## config.mk

```make
export PLATFORM = sky130hd
export DESIGN_NAME = sreq_responder
export DESIGN_NICKNAME = d
export VERILOG_FILES = /design/src/rtl/sreq_pkg.sv /design/src/rtl/sreq_datapath.sv /design/src/rtl/sreq_control.sv /design/src/rtl/sreq_responder.sv
export SDC_FILE = /design/constraint.sdc
export NUM_CORES = 1
export LEC_CHECK = 0
export ABC_AREA = 1
export BUFFER_PORTS_ARGS = -buffer_cell sky130_fd_sc_hd__buf_2
export CAP_MARGIN = 10
export CORE_ASPECT_RATIO = 0.7
export CORE_UTILIZATION = 38
export CTS_BUF_LIST = sky130_fd_sc_hd__clkbuf_8
export DETAILED_ROUTE_END_ITERATION = 6
export GPL_ROUTABILITY_DRIVEN = 0
export HOLD_SLACK_MARGIN = 0.08
export PLACE_DENSITY_LB_ADDON = 0.25
export SLEW_MARGIN = 30
export SYNTH_ARGS = -nofsm -noshare
export SYNTH_HDL_FRONTEND = slang
export SYNTH_SLANG_ARGS = --single-unit
```

## constraint.sdc

```tcl
create_clock -name clk -period 2.5 [get_ports clk]
set_input_delay 0.375 -clock clk [delete_from_list [all_inputs] [get_ports clk]]
set_output_delay 0.375 -clock clk [all_outputs]
set_load 0.01 [all_outputs]
```

## src/rtl/sreq_pkg.sv

```systemverilog
package sreq_pkg;
  localparam logic [3:0] PID_OUT   = 4'h1;
  localparam logic [3:0] PID_IN    = 4'h9;
  localparam logic [3:0] PID_SETUP = 4'hD;
  localparam logic [3:0] PID_DATA0 = 4'h3;
  localparam logic [3:0] PID_DATA1 = 4'hB;
  localparam logic [3:0] PID_ACK   = 4'h2;
  localparam logic [3:0] PID_STALL = 4'hE;

  typedef enum logic [2:0] {
    ST_IDLE, ST_SETUP_DATA, ST_DATA_IN, ST_STATUS_TOK, ST_STATUS_DATA
  } phase_t;

  typedef struct packed {
    logic capture;
    logic sendAck;
    logic sendStall;
    logic sendData;
  } ctrl_t;
endpackage

```

## src/rtl/sreq_datapath.sv

```systemverilog
module sreq_datapath
  import sreq_pkg::*;
#(
  parameter int NUM_EP = 4
) (
  input  logic              clk,
  input  logic              rstN,
  input  ctrl_t             ctrl,
  input  logic [63:0]       setupBytes,
  input  logic [15:0]       devStatus,
  input  logic [NUM_EP-1:0] epHaltIn,
  input  logic [NUM_EP-1:0] epHaltOut,
  output logic              reqOk,
  output logic              hsValid,
  output logic [3:0]        hsPid,
  output logic              txValid,
  output logic [15:0]       txData
);
  localparam int EPW = (NUM_EP > 1) ? $clog2(NUM_EP) : 1;

  logic [7:0]  reqType, reqCode;
  logic [15:0] wValue, wIndex, wLength;
  logic        devForm, epForm, epInRange, okNext;
  logic        isEp, epDirIn;
  logic [EPW-1:0] epNum;
  logic        haltBit;
  logic [15:0] word;

  assign reqType = setupBytes[7:0];
  assign reqCode = setupBytes[15:8];
  assign wValue  = setupBytes[31:16];
  assign wIndex  = setupBytes[47:32];
  assign wLength = setupBytes[63:48];

  always_comb begin
    epInRange = ({28'd0, wIndex[3:0]} < 32'(NUM_EP));
    devForm   = (reqType == 8'h80) && (wIndex == 16'h0000);
    epForm    = (reqType == 8'h82) && (wIndex[15:8] == 8'h00) &&
                (wIndex[6:4] == 3'b000) && epInRange;
    okNext    = (reqCode == 8'h00) && (wValue == 16'h0000) &&
                (wLength == 16'd2) && (devForm || epForm);
  end

  always_ff @(posedge clk) begin
    if (!rstN) begin
      reqOk   <= 1'b0;
      isEp    <= 1'b0;
      epDirIn <= 1'b0;
      epNum   <= '0;
    end else if (ctrl.capture) begin
      reqOk   <= okNext;
      isEp    <= (reqType == 8'h82);
      epDirIn <= wIndex[7];
      epNum   <= wIndex[EPW-1:0];
    end
  end

  always_comb begin
    haltBit = 1'b0;
    for (int i = 0; i < NUM_EP; i++) begin
      if (EPW'(i) == epNum) haltBit = epDirIn ? epHaltIn[i] : epHaltOut[i];
    end
    word = isEp ? {15'd0, haltBit} : devStatus;
  end

  always_ff @(posedge clk) begin
    if (!rstN) begin
      hsValid <= 1'b0;
      hsPid   <= 4'h0;
      txValid <= 1'b0;
      txData  <= 16'h0000;
    end else begin
      hsValid <= ctrl.sendAck | ctrl.sendStall;
      hsPid   <= ctrl.sendStall ? PID_STALL : (ctrl.sendAck ? PID_ACK : 4'h0);
      txValid <= ctrl.sendData;
      txData  <= ctrl.sendData ? word : 16'h0000;
    end
  end

  // one kind of response per cycle
  a_r11_single_response: assert property (@(posedge clk) disable iff (!rstN)
    !(hsValid && txValid));
  // data only leaves for a request that passed the checks
  a_r6_data_needs_ok: assert property (@(posedge clk) disable iff (!rstN)
    ctrl.sendData |-> reqOk);
  // handshake PID is one of the two the block may emit
  a_r1_hs_code: assert property (@(posedge clk) disable iff (!rstN)
    hsValid |-> (hsPid == PID_ACK || hsPid == PID_STALL));
endmodule

```

## src/rtl/sreq_control.sv

```systemverilog
module sreq_control
  import sreq_pkg::*;
(
  input  logic       clk,
  input  logic       rstN,
  input  logic       tokValid,
  input  logic [3:0] tokPid,
  input  logic [3:0] tokEp,
  input  logic       tokErr,
  input  logic       datValid,
  input  logic [3:0] datPid,
  input  logic       datErr,
  input  logic       reqOk,
  output ctrl_t      ctrl
);
  phase_t state, nextState;
  logic   tokGood;

  assign tokGood = tokValid && !tokErr && (tokEp == 4'd0);

  always_comb begin
    ctrl      = '0;
    nextState = state;
    if (tokGood && tokPid == PID_SETUP) begin
      nextState = ST_SETUP_DATA;
    end else begin
      unique case (state)
        ST_SETUP_DATA: begin
          if (datValid) begin
            if (!datErr && datPid == PID_DATA0) begin
              ctrl.capture = 1'b1;
              ctrl.sendAck = 1'b1;
              nextState    = ST_DATA_IN;
            end else begin
              nextState = ST_IDLE;
            end
          end else if (tokGood) begin
            nextState = ST_IDLE;
          end
        end
        ST_DATA_IN: begin
          if (tokGood && tokPid == PID_IN) begin
            ctrl.sendData  = reqOk;
            ctrl.sendStall = !reqOk;
            nextState      = ST_STATUS_TOK;
          end
        end
        ST_STATUS_TOK: begin
          if (tokGood && tokPid == PID_OUT) nextState = ST_STATUS_DATA;
        end
        ST_STATUS_DATA: begin
          if (datValid) begin
            if (datErr) begin
              nextState = ST_STATUS_TOK;
            end else begin
              ctrl.sendAck   = reqOk && (datPid == PID_DATA1);
              ctrl.sendStall = !(reqOk && (datPid == PID_DATA1));
              nextState      = ST_IDLE;
            end
          end else if (tokGood) begin
            nextState = ST_STATUS_TOK;
          end
        end
        default: nextState = ST_IDLE;
      endcase
    end
  end

  always_ff @(posedge clk) begin
    if (!rstN) state <= ST_IDLE;
    else       state <= nextState;
  end

  // a corrupted token never moves the sequence
  a_r3_bad_token_ignored: assert property (@(posedge clk) disable iff (!rstN)
    (tokValid && tokErr && !datValid) |=> (state == $past(state)));
  // wrong toggle on setup data never opens the data stage
  a_r2_setup_toggle: assert property (@(posedge clk) disable iff (!rstN)
    (state == ST_SETUP_DATA && datValid && datPid == PID_DATA1 && !tokValid)
      |=> (state != ST_DATA_IN));
  // status data with DATA0 closes the transfer
  a_r8_status_toggle: assert property (@(posedge clk) disable iff (!rstN)
    (state == ST_STATUS_DATA && datValid && !datErr && datPid == PID_DATA0 && !tokValid)
      |=> (state == ST_IDLE));
endmodule

```

## src/rtl/sreq_responder.sv

```systemverilog
module sreq_responder
  import sreq_pkg::*;
#(
  parameter int NUM_EP = 4
) (
  input  logic              clk,
  input  logic              rstN,
  input  logic              tokValid,
  input  logic [3:0]        tokPid,
  input  logic [3:0]        tokEp,
  input  logic              tokErr,
  input  logic              datValid,
  input  logic [3:0]        datPid,
  input  logic              datErr,
  input  logic [63:0]       setupBytes,
  input  logic [15:0]       devStatus,
  input  logic [NUM_EP-1:0] epHaltIn,
  input  logic [NUM_EP-1:0] epHaltOut,
  output logic              hsValid,
  output logic [3:0]        hsPid,
  output logic              txValid,
  output logic [3:0]        txPid,
  output logic [15:0]       txData
);
  ctrl_t ctrl;
  logic  reqOk;

  sreq_control u_ctrl (
    .clk(clk), .rstN(rstN), .tokValid(tokValid), .tokPid(tokPid), .tokEp(tokEp),
    .tokErr(tokErr), .datValid(datValid), .datPid(datPid), .datErr(datErr),
    .reqOk(reqOk), .ctrl(ctrl)
  );

  sreq_datapath #(.NUM_EP(NUM_EP)) u_dp (
    .clk(clk), .rstN(rstN), .ctrl(ctrl), .setupBytes(setupBytes),
    .devStatus(devStatus), .epHaltIn(epHaltIn), .epHaltOut(epHaltOut),
    .reqOk(reqOk), .hsValid(hsValid), .hsPid(hsPid), .txValid(txValid),
    .txData(txData)
  );

  assign txPid = PID_DATA1;

  // a data packet only follows a clean IN token
  a_r4_data_after_in: assert property (@(posedge clk) disable iff (!rstN)
    txValid |-> $past(tokValid && !tokErr && tokPid == PID_IN && tokEp == 4'd0));
  // nothing answers a token for another endpoint
  a_r10_other_ep: assert property (@(posedge clk) disable iff (!rstN)
    (tokValid && tokEp != 4'd0 && !datValid) |=> !(hsValid || txValid));
endmodule

```

==> flow_summary_export.csv <==
group,metric,value,unit
status,status,"finished, final reports clean",
synthesis,synth_edf_count,0,
clock_network,cts_inserted_buffers,3,
routing,ant_nets,0,
finish,fillerInstances,363,
sta,rsz0062_at_grt,"false",
routing,avgViaCountPerCell,4.26,
grt,grt-ovfl-total,0,
finish,insertedDiodeCount,0,
clock_network,htree_levels,1,
grt,antenna_found_initial,0,
sta,fin_setup_tns,0,ps
placement,dp_cells,403,
finish,fin_cells,407,
synthesis,yosysSeqAreaShare,0.356,
clock_network,clock_path_buffers,2,
synthesis,synth.distinct_cells,28,
worst_setup_path,cp-start-kind,"register",
grt,grt_max_degree,17,
worst_setup_path,critPathMaxFanout,15,
worst_setup_path,cp-end-kind,"register",
worst_setup_path,crit_type,"register to register",
die,rows,18,
worst_setup_path,cp.required,2700,ps
synthesis,synth_seq_cells,27,
synthesis,syn_avg_cell_area,6.52,um^2
sta,hold_ws,307,ps
routing,avgRoutedWirePerCell,8.99,um
sta,finalHoldViolCount,0,
die,core-area,0.00367,mm^2
clock_network,post_cts_buffers,0,
finish,regArea,541,um^2
worst_setup_path,r2r_slack,1000,ps
placement,dp_hpwl,3.25,mm
worst_setup_path,critPathArrivalTime,1700,ps
synthesis,synth_ff_type,"dfxtp_1",
grt,grt_pass1_vias,1549,
power,peakVddDrop,0.269,mV
synthesis,netlist_area,0.00152,mm^2
worst_hold_path,hold_path_class,"primary input to register",
sta,setup_viol,0,
finish,syn_to_final_growth,45.1,%
finish,fin_nets,464,
sta,final_max_slew_viol_count,0,
synthesis,yosysWarnings,0,
sta,skew,8.49,ps
clock_network,cts.sinks,27,
sta,finalCritPeriodShare,0.600,
clock_network,holdBufCountCts,0,
routing,vias,1733,
clock_network,cts_tree,"done",
sta,clock.fmax,666,MHz
finish,drive_above_1_share,0.415,
routing,drc,0,
grt,grt_pass1_wl,6.14,mm
synthesis,syn_inst,233,
power,power_density,438,mW/mm^2
finish,multiInputGateArea,777,um^2
die,dieWidth,77.6,um
clock_network,worstSkewPairLatency,270,ps
die,initial_core_util,0.414,
routing,wirelength,3.66,mm
die,die_y,54.9,um
routing,first_pass_iters,4,
sta,finalCriticalPeriod,1500,ps
die,pin_count,132,
placement,io_buffers,126,
synthesis,async_reset_ff_frac,0,
clock_network,cts_resized,0,
run,drv_cap,0,
grt,grt_usage,0.183,
clock_network,cts.clk_slew.worst_paths,90,ps
die,die_area,0.00426,mm^2
power,power.leakage,1.25,nW
clock_network,cts-root-buf,"clkbuf_8",
routing,drt_iter0_markers,42,
## cell usage in the layout, fill, tap and decap left out
| cell | synthesis | layout |
|---|---|---|
| buf_2 | 0 | 126 |
| nor2_1 | 51 | 51 |
| nand2_1 | 41 | 41 |
| inv_1 | 39 | 39 |
| dfxtp_1 | 27 | 27 |
| nand3_1 | 10 | 10 |
| nor2_2 | 9 | 9 |
| o21ai_0 | 8 | 8 |
| a21oi_1 | 7 | 7 |
| conb_1 | 2 | 5 |
| nand3b_1 | 4 | 4 |
| nand4_1 | 4 | 4 |
| nor3_1 | 3 | 3 |
| o211ai_1 | 3 | 3 |
| clkbuf_8 | 0 | 3 |
| nor2_4 | 2 | 2 |
| nand3_2 | 2 | 2 |
| or2_2 | 2 | 2 |
| nor4_1 | 2 | 2 |
| o31ai_1 | 1 | 1 |
| nand2_4 | 1 | 1 |
| o22ai_1 | 1 | 1 |
| o21a_1 | 1 | 1 |
| a31oi_1 | 1 | 1 |
| nor3_4 | 1 | 1 |
| a211oi_1 | 1 | 1 |
| or3b_2 | 1 | 1 |
| clkinvlp_4 | 0 | 1 |
## worst paths after layout
check	startpoint	endpoint	depth (start not counted)
max	u_ctrl.state[0]$_SDFFE_PN0P_	u_dp.txData[15]$_SDFF_PP0_	5
min reg2reg	u_dp.epNum[1]$_SDFFE_PN0P_	u_dp.epNum[1]$_SDFFE_PN0P_	2
min	devStatus[1]	u_dp.txData[1]$_SDFF_PP0_	3
max reg2reg	u_ctrl.state[0]$_SDFFE_PN0P_	u_dp.txData[15]$_SDFF_PP0_	5
## power by group
group	internal, W	leakage, nW	switching [W]
registers	0.000448	0.218	0.0000195
logic	0.000121	1.02	0.000138
clock network	0.000113	0.0217	0.000127
total	0.000682	1.25	0.000284
## worst max-delay path, cell delays in order (launching register included)
cell and delay (ps):
dfxtp_1 360, inv_1 80, nand3_1 180, nor3_4 250
nand3_2 370, nor2_1 190
## registers in the layout (all words and copies together) (netlist names)
| name | flops |
|---|---|
| u_dp.isEp | 1 |
| u_dp.reqOk | 1 |
| u_dp.txData | 16 |
| u_dp.epNum | 2 |
| u_dp.hsValid | 1 |
| u_dp.txValid | 1 |
| u_ctrl.state | 3 |
| u_dp.epDirIn | 1 |
| u_dp.hsPid | 1 |
## final cells by class
class                           count  area share
Clock buffer                        3      0.0187
Timing Repair Buffer              126       0.286
Clock inverter                      1     0.00340
Sequential cell                    27       0.245
Tap cell                           50      0.0284
Inverter                           39      0.0664
Multi-Input combinational cell    161       0.352
## layer usage
layer / wire [um] / GRT usage / vias up
met3: 195 / 0.0361 / 2
met5: 0 / 0 / -
met1: 1740 / 0.237 / 713
met2: 1720 / 0.323 / 59
met4: 12 / 0.0440 / 0
li1: - / - / 959
## cells in the mapped netlist (2+ instances only)
cell type | count | area share
a21oi_1 | 7 | 0.023
o211ai_1 | 3 | 0.015
nand3b_1 | 4 | 0.020
conb_1 | 2 | 0.0049
inv_1 | 39 | 0.096
nand4_1 | 4 | 0.016
nor2_2 | 9 | 0.037
nor3_1 | 3 | 0.0099
buf_4 | 7 | 0.035
or2_2 | 2 | 0.0082
nand3_1 | 10 | 0.033
nor2_1 | 51 | 0.13
o21ai_0 | 8 | 0.026
nand2_1 | 41 | 0.10
nand3_2 | 2 | 0.013
nor4_1 | 2 | 0.0082
dfxtp_1 | 27 | 0.36
nor2_4 | 2 | 0.015
## cells by family (layout without fill, tap and decap cells)
| family | after synthesis | count (layout) | share of synthesized area |
|---|---|---|---|
| and+or+nand+nor | 133 | 133 | 0.412 |
| DFF | 27 | 27 | 0.356 |
| buffers and inverters | 48 | 169 | 0.141 |
| AOI/OAI and AO/OA | 23 | 23 | 0.0873 |
| other | 2 | 5 | 0.00494 |
## stage by stage
stage                util  area, um^2  total power (W)  setup slack (ps)
floorplan               -        1530         0.000628              1160
global placement    0.588        2160         0.000732               861
detailed placement  0.588        2160         0.000733               797
CTS                 0.601        2210         0.000972               995
global route        0.601        2210          0.00104               837
finish              0.601        2210         0.000966              1000
(Power assumes the default switching activity.)
